**src/rtl/ce_guard.sv**
```systemverilog
module ce_guard #(
  parameter int GRACE_CYC = 1000
) (
  input  logic clk,
  input  logic rst_n,
  input  logic ce_in_n,
  output logic ce_out_n,
  output logic gate_on
);
  localparam int CW = (GRACE_CYC > 1) ? $clog2(GRACE_CYC) : 1;
  localparam logic [CW-1:0] LAST = CW'(GRACE_CYC - 1);

  typedef enum logic [1:0] {CLOSED = 2'd0, OPEN = 2'd1, GRACE = 2'd2} mode_t;

  mode_t mode, mode_nx;
  logic [CW-1:0] cnt, cnt_nx;

  always_comb begin
    mode_nx = CLOSED;
    cnt_nx  = '0;
    if (rst_n) mode_nx = OPEN;
    else begin
      case (mode)
        OPEN:  if (!ce_in_n) mode_nx = GRACE;
        GRACE: if (!ce_in_n && cnt != LAST) begin
                 mode_nx = GRACE;
                 cnt_nx  = cnt + 1'b1;
               end
        default: ;
      endcase
    end
  end

  always_ff @(posedge clk) begin
    mode <= mode_nx;
    cnt  <= cnt_nx;
  end

  assign gate_on  = (mode == OPEN) || (mode == GRACE);
  assign ce_out_n = gate_on ? ce_in_n : 1'b1;
endmodule


```
**config.mk**
```make
export PLATFORM = sky130hd
export DESIGN_NAME = ce_guard
export DESIGN_NICKNAME = d
export VERILOG_FILES = /design/src/rtl/ce_guard.sv
export SDC_FILE = /design/constraint.sdc
export NUM_CORES = 1
export LEC_CHECK = 0
export ABC_AREA = 1
export BUFFER_PORTS_ARGS = -buffer_cell sky130_fd_sc_hd__buf_4
export CORE_AREA = 2 2 39 41
export CTS_BUF_LIST = sky130_fd_sc_hd__clkbuf_8
export DETAILED_ROUTE_END_ITERATION = 8
export DIE_AREA = 0 0 41 43
export GPL_TIMING_DRIVEN = 0
export PLACE_DENSITY = 0.72
export SETUP_SLACK_MARGIN = 0.15
export SYNTH_ARGS = -nofsm -noshare
export SYNTH_HDL_FRONTEND = slang
export SYNTH_SLANG_ARGS = --single-unit
```
**constraint.sdc**
```tcl
create_clock -name clk -period 1.55 [get_ports clk]
set_clock_uncertainty 0.15 [all_clocks]
set_input_delay 0.155 -clock clk [delete_from_list [all_inputs] [get_ports clk]]
set_output_delay 0.155 -clock clk [all_outputs]
set_load 0.01 [all_outputs]
```
==> flow_summary.yaml, run 1 <==
synth:
  syn-num-nets: 84
  synth_area_um2: 597
  synthSimpleGateAreaFrac_pct: 35.8
  synth_compound_area_share_pct: 0.839
  ys_top_cells_by_area: "dfxtp_1, nand2_1, inv_1, ha_1, nor2_1"
  ys_types: 13
  synth_top_family_by_area: "simple AND/OR/NAND/NOR gates"
  ys_ff_latch: 12
  synthCells: 78
  synth_xor_area_share_pct: 7.34
  yosys.area.top_type: "dfxtp_1"
  synth_seq_area_share_pct: 40.3
  synthMuxAreaShare_pct: 0
  synthAdderAreaFrac_pct: 6.29
  syn_avg_cell_area_um2: 7.65
  ys_warn_count: 0
  synth_top_area_share_pct: 40.3
drt:
  drc: 0
  drt_wl_total_um: 1150
  antenna_left: 0
  drt_iter0_drc: 9
  wl_per_cell_um: 11.0
  dr.pass1.iters: 4
  vias: 493
  vias_per_cell: 4.70
timing:
  hold_viol_final: 0
  slew_viol_final: 0
  slew_headroom_pct: 81.2
  setup_tns_ns: 0
  tightestPinTransition_ns: 0.281
  max_freq_ghz: 0.732
  setup_viol: 0
  rsz0062_at_grt: "no"
  min_period_over_period_pct: 88.1
  fin_crit_ns: 1.37
setup_path:
  rr_worst_depth: 6
  r2r_start: "cnt[0]"
  start_kind: "flip-flop"
  arrival_ns: 1.06
  path_class: "flip-flop to output port"
  required_ns: 1.24
  r2r_setup_slack_ns: 0.25
  rr_endpoint: "cnt[0]"
  crit_path_max_fanout: 3
  endpoint_kind: "output port"
floorplanning:
  coreArea_um2: 1380
  start_util_pct: 43.1
  die-area_um2: 1760
  die_h_um: 43
  num_rows: 14
  die_x_um: 41
  io_pins: 5
final_layout:
  final.fill_count: 133
  num_antenna_cells: 0
  num-nets-final: 96
  drive_gt1_share_pct: 31.5
  area.growth.synth_to_final_pct: 31.7
  final_core_util_pct: 56.8
  stdcell_count: 105
pwr:
  irDropWorstVdd_uv: 638
  p_leak_nw: 0.296
  cellPowerDensity_nw_per_um2: 885
placed_design:
  dp_hpwl_um: 680
  io_buffers: 4
  place_inst: 98
  place_congestion: 0.721
min_path:
  hold_path_depth: 4
  holdCritPathClass: "input port to flip-flop"
  min_to: "mode[1]"
  hp-start: "ce_in_n"
clock_tree:
  cts_sinks: 12
  clkTransAtPathRegs_ns: 0.05
  clock_path_buffers: 2
  worstSkewPairLatency_ns: 0.25
  numCtsBuffers: 3
  cts_tree: "done"
  ctsRootBufferMaster: "clkbuf_8"
  htreeDepth: 1
job:
  drv_cap: 0
grt:
  grt_overflow_total: 0
  first_global_vias: 436
  grt_antenna_before_repair: 0
  grt_pass1_wl_um: 1770
  grt_max_degree: 11
  grtUsageTotal_pct: 16.6
run_status:
  status: "finished clean"
-- synth_stat cells --
cell type	count
nand2_1	20
inv_1	15
dfxtp_1	12
nor2_1	9
nand3_1	4
nor2_2	4
ha_1	3
xnor2_1	3
nand3_2	2
nor2_4	2
xor2_1	2
a21oi_1	1
nand3_4	1
-- critical path, cell delays in order, from the launching register on --
cell and delay (ns):
dfxtp_2 0.33, inv_2 0.04, ha_4 0.25, inv_2 0.04, nand2_2 0.05, buf_6 0.10
-- cells in the final DEF (no fill, tap or decap) --
master         count
nand3_4            3
buf_4              4
nand2_2            1
nor2_4             2
inv_1             13
xor2_1             2
ha_1               1
nand2_1           19
dfxtp_2            2
a21oi_1            1
inv_2              2
nand3_2            2
buf_6              1
dfxtp_1           10
dlygate4sd3_1      1
xnor2_1            3
nor2_1             8
ha_4               2
clkbuf_8           4
nand3_1            3
nor2_2             5
-- worst max-delay path by stage --
stage / depth (start not counted) / startpoint / end / slack (ns)
floorplan: 6 / cnt[0] / cnt[0] / 0.31
global placement: 6 / cnt[0] / cnt[1] / 0.21
detailed placement: 6 / cnt[0] / cnt[3] / 0.16
CTS: 6 / cnt[0] / cnt[3] / 0.16
global route: 5 / cnt[5] / cnt[2] / 0.15
finish: 5 / mode[0] / ce_out_n / 0.18
-- metal layers --
layer / vias up / GRT usage [%] / routed length, um
met5: - / 0 / 0
met4: 0 / 14.0 / 44
met3: 5 / 9.42 / 51
met2: 12 / 24.1 / 607
met1: 223 / 16.0 / 448
li1: 253 / - / -
-- registers in the layout, summed over array words and instances (netlist names) --
name	cells
mode	2
cnt	10
-- cells by family (layout without fill, tap and decap cells) --
kind of cell	after synthesis	in the layout
compound gates	1	1
xor+xnor	5	5
fa+ha+maj	3	3
buf+inv	15	25
flops	12	12
simple gates	42	43
-- per-stage QoR --
stage | worst slack (ns) | hold WS, ns | power (mW) | cell area, um^2
floorplan | 0.313 | 0.0327 | 0.331 | 597
global placement | 0.212 | 0.119 | 0.343 | 647
detailed placement | 0.162 | 0.123 | 0.344 | 647
CTS | 0.158 | 0.0517 | 0.703 | 742
global route | 0.154 | 0.102 | 0.721 | 786
finish | 0.185 | 0.0852 | 0.696 | 786
-- final cells by class --
cell class / instances / area, um^2 / area share, %
tap: 16 / 20.0 / 2.55
multi-input combinational: 52 / 360 / 45.9
clock buffer: 4 / 55.1 / 7.01
timing repair buffer: 6 / 51.3 / 6.53
inverter: 15 / 56.3 / 7.17
sequential: 12 / 243 / 30.9
-- power by group --
part / internal (mW) / leakage [nW] / switching (mW)
registers: 0.312 / 0.0975 / 0.00218
clock network: 0.225 / 0.0288 / 0.120
logic: 0.0186 / 0.170 / 0.0186
total: 0.555 / 0.296 / 0.141
-- repair_timing --
item                                   CTS  global route
pin swaps                                1             2
gates resized for setup                  7             6
buffers inserted                         1             0
cloned                                   0             1
hold buffers                             1             0
setup endpoints to repair                9            11
endpoints found under the hold margin    1             0
No activity file was read; power rests on OpenSTA's default activity.
==> inputs of run 2 (changes only) <==
- SETUP_SLACK_MARGIN: 0.15 -> 0.5
==> run 2 against run 1 <==
Against the previous run: non-clock buffer count is 3 higher; clock power is 21% lower; worst hold slack worse by 0.017 ns; global-route usage is 0.17 points higher; combinational power is 4% higher; clock-buffer cell count is 1 lower; highest routed layer unchanged.
==> flow_summary.yaml, run 2 (synthesized netlist as in run 1, its figures left out) <==
setup_path:
  endpoint: "ce_out_n"
  r2r_setup_slack_ns: 0.36
  required_ns: 1.24
  path_cells: "inv_2 > ha_4 > inv_2 > nand2_2 > buf_6"
  cp_num_buf_inv: 3
  worst-path-stages: 5
  crit_path_max_fanout: 3
  slowest_delay_ns: 0.33
  worst_path_dominant_cell_family: "flip-flops"
  rr_endpoint: "cnt[7]"
  rr_worst_depth: 6
  r2r_start: "cnt[0]"
  path_class: "flip-flop to output port"
  endpoint_kind: "output port"
  crit_path_frequent_cell: "inv_2"
  start_kind: "flip-flop"
  startpoint: "mode[0]"
  arrival_ns: 1.05
  crit_slowest_cell: "dfxtp_2"
clock_tree:
  cts_tree: "done"
  clock_path_buffers: 2
  cts_sinks: 12
  htreeDepth: 1
  clkTransAtPathRegs_ns: 0.05
  ctsRootBufferMaster: "clkbuf_8"
  numCtsBuffers: 3
  worstSkewPairLatency_ns: 0.23
timing:
  tightestPinTransition_ns: 0.197
  setup_tns_ns: 0
  fin_crit_ns: 1.36
  hold_viol_final: 0
  rsz0062_at_grt: "yes"
  slew_viol_final: 0
  max_freq_ghz: 0.736
  min_period_over_period_pct: 87.6
  setup_ws_ns: 0.192
  setup_viol: 0
  slew_headroom_pct: 86.9
min_path:
  hp-start: "ce_in_n"
  holdCritPathClass: "input port to flip-flop"
drt:
  dr.pass1.iters: 3
  drt_iter0_drc: 4
  drt_wl_total_um: 1160
  vias_per_cell: 4.74
  antenna_left: 0
  vias: 507
  wl_per_cell_um: 10.9
  drc: 0
final_layout:
  regMostFlops: "cnt"
  num-nets-final: 99
  final.fill_count: 117
  final_cell_mix: "nand2_1, inv_1, dfxtp_2"
  mostFrequentLayoutCell: "nand2_1"
  drive_gt1_share_pct: 50.5
  area.growth.synth_to_final_pct: 44.7
  reg.largest.list: "cnt x10, mode x2"
  stdcell_count: 107
  multi_input_area_um2: 412
  register_area_um2: 256
  final_core_util_pct: 62.4
  num_antenna_cells: 0
  largest_reg_flops: 10
placed_design:
  place_inst: 98
  place_congestion: 0.677
  dp_hpwl_um: 725
  pre_cts_slack_ns: 0.313
  io_buffers: 4
grt:
  grt_pass1_wl_um: 1930
  grtUsageTotal_pct: 16.8
  grt_overflow_total: 0
  first_global_vias: 490
  grt_max_degree: 7
  grt_antenna_before_repair: 0
floorplanning:
  start_util_pct: 43.1
  num_rows: 14
  die_h_um: 43
  die_x_um: 41
  io_pins: 5
  die-area_um2: 1760
  coreArea_um2: 1380
pwr:
  p_leak_nw: 0.310
  cellPowerDensity_nw_per_um2: 721
  p_total_uw: 623
  irDropWorstVdd_uv: 412
job:
  drv_cap: 0
run_status:
  status: "finished clean"
[run 2: stage by stage]
| step | instance area (um^2) | hold WS [ns] |
|---|---|---|
| 6_report | 863 | 0.0681 |
| 5_1_grt | 863 | 0.0700 |
| 4_1_cts | 837 | 0.0687 |
| 3_5_place_dp | 673 | 0.122 |
| 3_3_place_gp | 673 | 0.119 |
| 2_1_floorplan | 623 | 0.0327 |
[run 2: timing repair]
item	CTS	global route
gates resized for setup	19	8
pin swaps	12	4
buffers inserted	3	1
endpoints found under the hold margin	1	0
setup endpoints to repair	13	13
hold buffers	1	0
cloned	1	0
[run 2: cell type report]
type,instances,share of cell area (%)
Tap cell,16,2.32
Timing Repair Buffer,9,8.99
Inverter,15,6.52
Multi-Input combinational cell,52,47.7
Clock buffer,3,4.78
Sequential cell,12,29.7
[run 2: metal layers]
layer / up-vias / share of wire, % / global-route usage [%]
met5: - / 0 / 0
met4: 0 / 2.5 / 10.0
met3: 4 / 2.6 / 4.71
met2: 7 / 58 / 28.1
met1: 238 / 37 / 17.2
li1: 258 / - / -
[run 2: worst register-to-register path, stage by stage (launching register included)]
cell and delay, ns:
dfxtp_4 0.36, buf_6 0.10, nand3_4 0.08, nor2_4 0.18, nand3_1 0.10, nand2_1 0.09, nor2_2 0.03
[run 2: worst min-delay path by stage]
stage / end / cells past startpoint / slack, ns
2_1_floorplan: mode[0] / 0 / 0.03
3_3_place_gp: mode[0] / 1 / 0.12
3_5_place_dp: mode[0] / 1 / 0.12
4_1_cts: mode[1] / 4 / 0.07
5_1_grt: mode[1] / 4 / 0.07
6_report: mode[1] / 4 / 0.07
[run 2: where the power goes]
group	internal, mW	switching (mW)	leakage [nW]
Combinational	0.0194	0.0194	0.186
Clock	0.170	0.103	0.0216
Sequential	0.309	0.00216	0.102
==> inputs of run 3 (changes only) <==
- ABC_AREA: 1 -> unset
- CORE_AREA: 2 2 39 41 -> unset
- CORE_MARGIN: unset -> 2
- CORE_UTILIZATION: unset -> 25
- DIE_AREA: 0 0 41 43 -> unset
- PLACE_DENSITY: 0.72 -> 0.49
==> run 3 against run 2 <==
Against the previous run: synthesized cell count decreased by 27%; the run now ends with negative hold slack left; clock-buffer cell count unchanged; highest routed layer is now met3; fmax decreased by 12%; area after synthesis decreased by 7.8%; sequential power about the same; critical endpoint is now cnt[8].
==> flow_summary.yaml, run 3 <==
synth:
  ys_ff_latch: 12
  yosysMostFrequentCell: "dfxtp_1"
  ys_top_cells_by_area: "dfxtp_1, ha_1, o31ai_1, o311ai_4, a21oi_1"
  yosys.area.top_type: "dfxtp_1"
  synth_area_um2: 551
  ys_types: 19
  synth_seq_area_share_pct: 43.6
  syn_avg_cell_area_um2: 9.66
  ys.flop_type: "dfxtp_1"
  synthCells: 57
  async_reset_ff_share_pct: 0
  synth_edf_count: 0
  synth_top_area_share_pct: 43.6
  syn-num-nets: 63
  ys_warn_count: 0
  synth_common_cells: "dfxtp_1, nor2_1, a21oi_1, inv_1"
clock_tree:
  cts_sinks: 12
  ctsRootBufferMaster: "clkbuf_8"
  cts_tree: "done"
  worstSkewPairLatency_ns: 0.24
  clkTransAtPathRegs_ns: 0.05
  numCtsBuffers: 3
  hold_buffers: 1
  clock_path_buffers: 2
  htreeDepth: 1
pwr:
  internal-power_uw: 509
  switching_share_pct: 19.9
  combinationalPowerShare_pct: 6.8
  p_leak_nw: 0.259
  seq_power_share_pct: 49.4
  clkPwrFrac_pct: 43.8
  power_switching_uw: 126
  cellPowerDensity_nw_per_um2: 817
  irDropWorstVdd_uv: 405
final_layout:
  drive_gt1_share_pct: 42.0
  area.growth.synth_to_final_pct: 41.1
  num-nets-final: 77
  final.fill_count: 212
  mostFrequentLayoutCell: "dfxtp_1"
  reg.largest.list: "cnt x10, mode x2"
  num_antenna_cells: 0
  final_cell_mix: "dfxtp_1, nor2_1, a21oi_1, dfxtp_2, buf_4"
  regMostFlops: "cnt"
  largest_reg_flops: 10
  stdcell_count: 96
setup_path:
  slowest_delay_ns: 0.41
  start_kind: "flip-flop"
  crit_path_max_fanout: 10
  endpoint_kind: "flip-flop"
  required_ns: 1.51
  path_cells: "or3b_4 > o311ai_4 > buf_12 > a21oi_1"
  crit_slowest_cell: "or3b_4"
  startpoint: "cnt[3]"
  path_class: "flip-flop to flip-flop"
  r2r_start: "cnt[3]"
  arrival_ns: 1.50
timing:
  fin_crit_ns: 1.54
  max_freq_ghz: 0.650
  whs_ns: -0.0479
  min_period_over_period_pct: 99.3
  tightestPinTransition_ns: 0.257
  slew_headroom_pct: 82.8
  hold_viol_final: 1
  slew_viol_final: 0
  rsz0062_at_grt: "yes"
  setup_viol: 0
floorplanning:
  die_h_um: 50.9
  start_util_pct: 27.2
  num_rows: 16
  die_x_um: 50.9
  die-area_um2: 2590
  coreArea_um2: 2020
  io_pins: 5
min_path:
  hp-start: "ce_in_n"
  holdCritPathClass: "input port to flip-flop"
drt:
  drt_wl_total_um: 1030
  drc: 0
  dr.pass1.iters: 4
  wl_per_cell_um: 10.8
  vias_per_cell: 4.67
  antenna_left: 0
  vias: 448
  drt_iter0_drc: 6
job:
  drv_cap: 0
grt:
  grt_pass1_wl_um: 1810
  grt_max_degree: 11
  grt_overflow_total: 0
  first_global_vias: 397
  grtUsageTotal_pct: 9.61
  grt_antenna_before_repair: 0
run_status:
  status: "finished with violations"
  violations: "negative hold slack"
placed_design:
  dp_hpwl_um: 691
  io_buffers: 4
  place_inst: 88
  place_congestion: 0.718
-- run 3: cell types whose count changed after synthesis, moves of 4 or more --
| cell | before | now |
|---|---|---|
| inv_1 | 15 | 5 |
| a21oi_1 | 1 | 5 |
| o31ai_1 | 0 | 4 |
| nand2_1 | 20 | 4 |
| nor2_2 | 4 | 0 |
-- run 3: layout make-up --
cell class              count  area, um^2  share of cell area [%]
inverters                   5        18.8                    2.42
repair buffers              9        90.1                    11.6
multi-input cells          40         347                    44.6
well taps                  27        33.8                    4.35
flip-flops and latches     12         246                    31.7
clock buffers               3        41.3                    5.31
-- run 3: path summary, 6_finish.rpt --
kind	endpoint	slack (ns)	cells past startpoint
setup / recovery	cnt[8]	0.01	4
setup reg to reg	cnt[8]	0.01	4
hold / removal	mode[1]	-0.05	2
hold reg to reg	cnt[0]	0.30	1
-- run 3: cell families (layout without fill, tap and decap cells) --
family / Yosys count / after routing / share of synthesized area [%]
xor gates and xnor gates: 3 / 3 / 4.77
AOI/OAI and AO/OA: 13 / 13 / 18.2
and+or+nand+nor: 21 / 21 / 23.2
adders and majority gates: 3 / 3 / 6.82
DFF: 12 / 12 / 43.6
buffers and inverters: 5 / 17 / 3.41
-- run 3: power groups by stage --
stage	clock, mW	sequential [mW]	combinational, mW
final	0.278	0.314	0.0432
after global placement	0	0.320	0.0279
after detailed placement	0	0.320	0.0282
after global routing	0.306	0.314	0.0466
after floorplan	0	0.320	0.0151
after CTS	0.289	0.314	0.0370
-- run 3: repair_timing --
action / 4_1_cts / 5_1_grt
cloned: 0 / 0
gates resized for setup: 4 / 7
endpoints found under the hold margin: 2 / 1
pin swaps: 2 / 0
endpoints found under the setup margin: 13 / 13
setup buffers: 2 / 2
-- run 3: per-layer routing --
metal / GRT usage (%) / share of wire (%)
met5: 0 / 0
met4: 4.05 / 0
met3: 5.26 / 4.4
met2: 13.9 / 48
met1: 11.7 / 47
-- run 3: worst max-delay path: cells and delay by family (launching register included) --
family                 cells  cell delay [ns]
AND/OR/NAND/NOR            1             0.41
flip-flops                 1             0.34
AO/OA/AOI/OAI              2             0.34
buffers and inverters      1             0.16
-- run 3: per-stage QoR --
stage               setup WS [ns]  setup TNS (ns)  power (mW)  area, um^2  util, %
floorplan                   0.107               0       0.335         574        -
global placement          -0.0379          -0.236       0.348         638     31.6
detailed placement        -0.0384          -0.280       0.348         638     31.6
CTS                       0.00957               0       0.640         734     36.3
global route              -0.0288          -0.125       0.667         777     38.4
finish                     0.0113               0       0.635         777     38.4
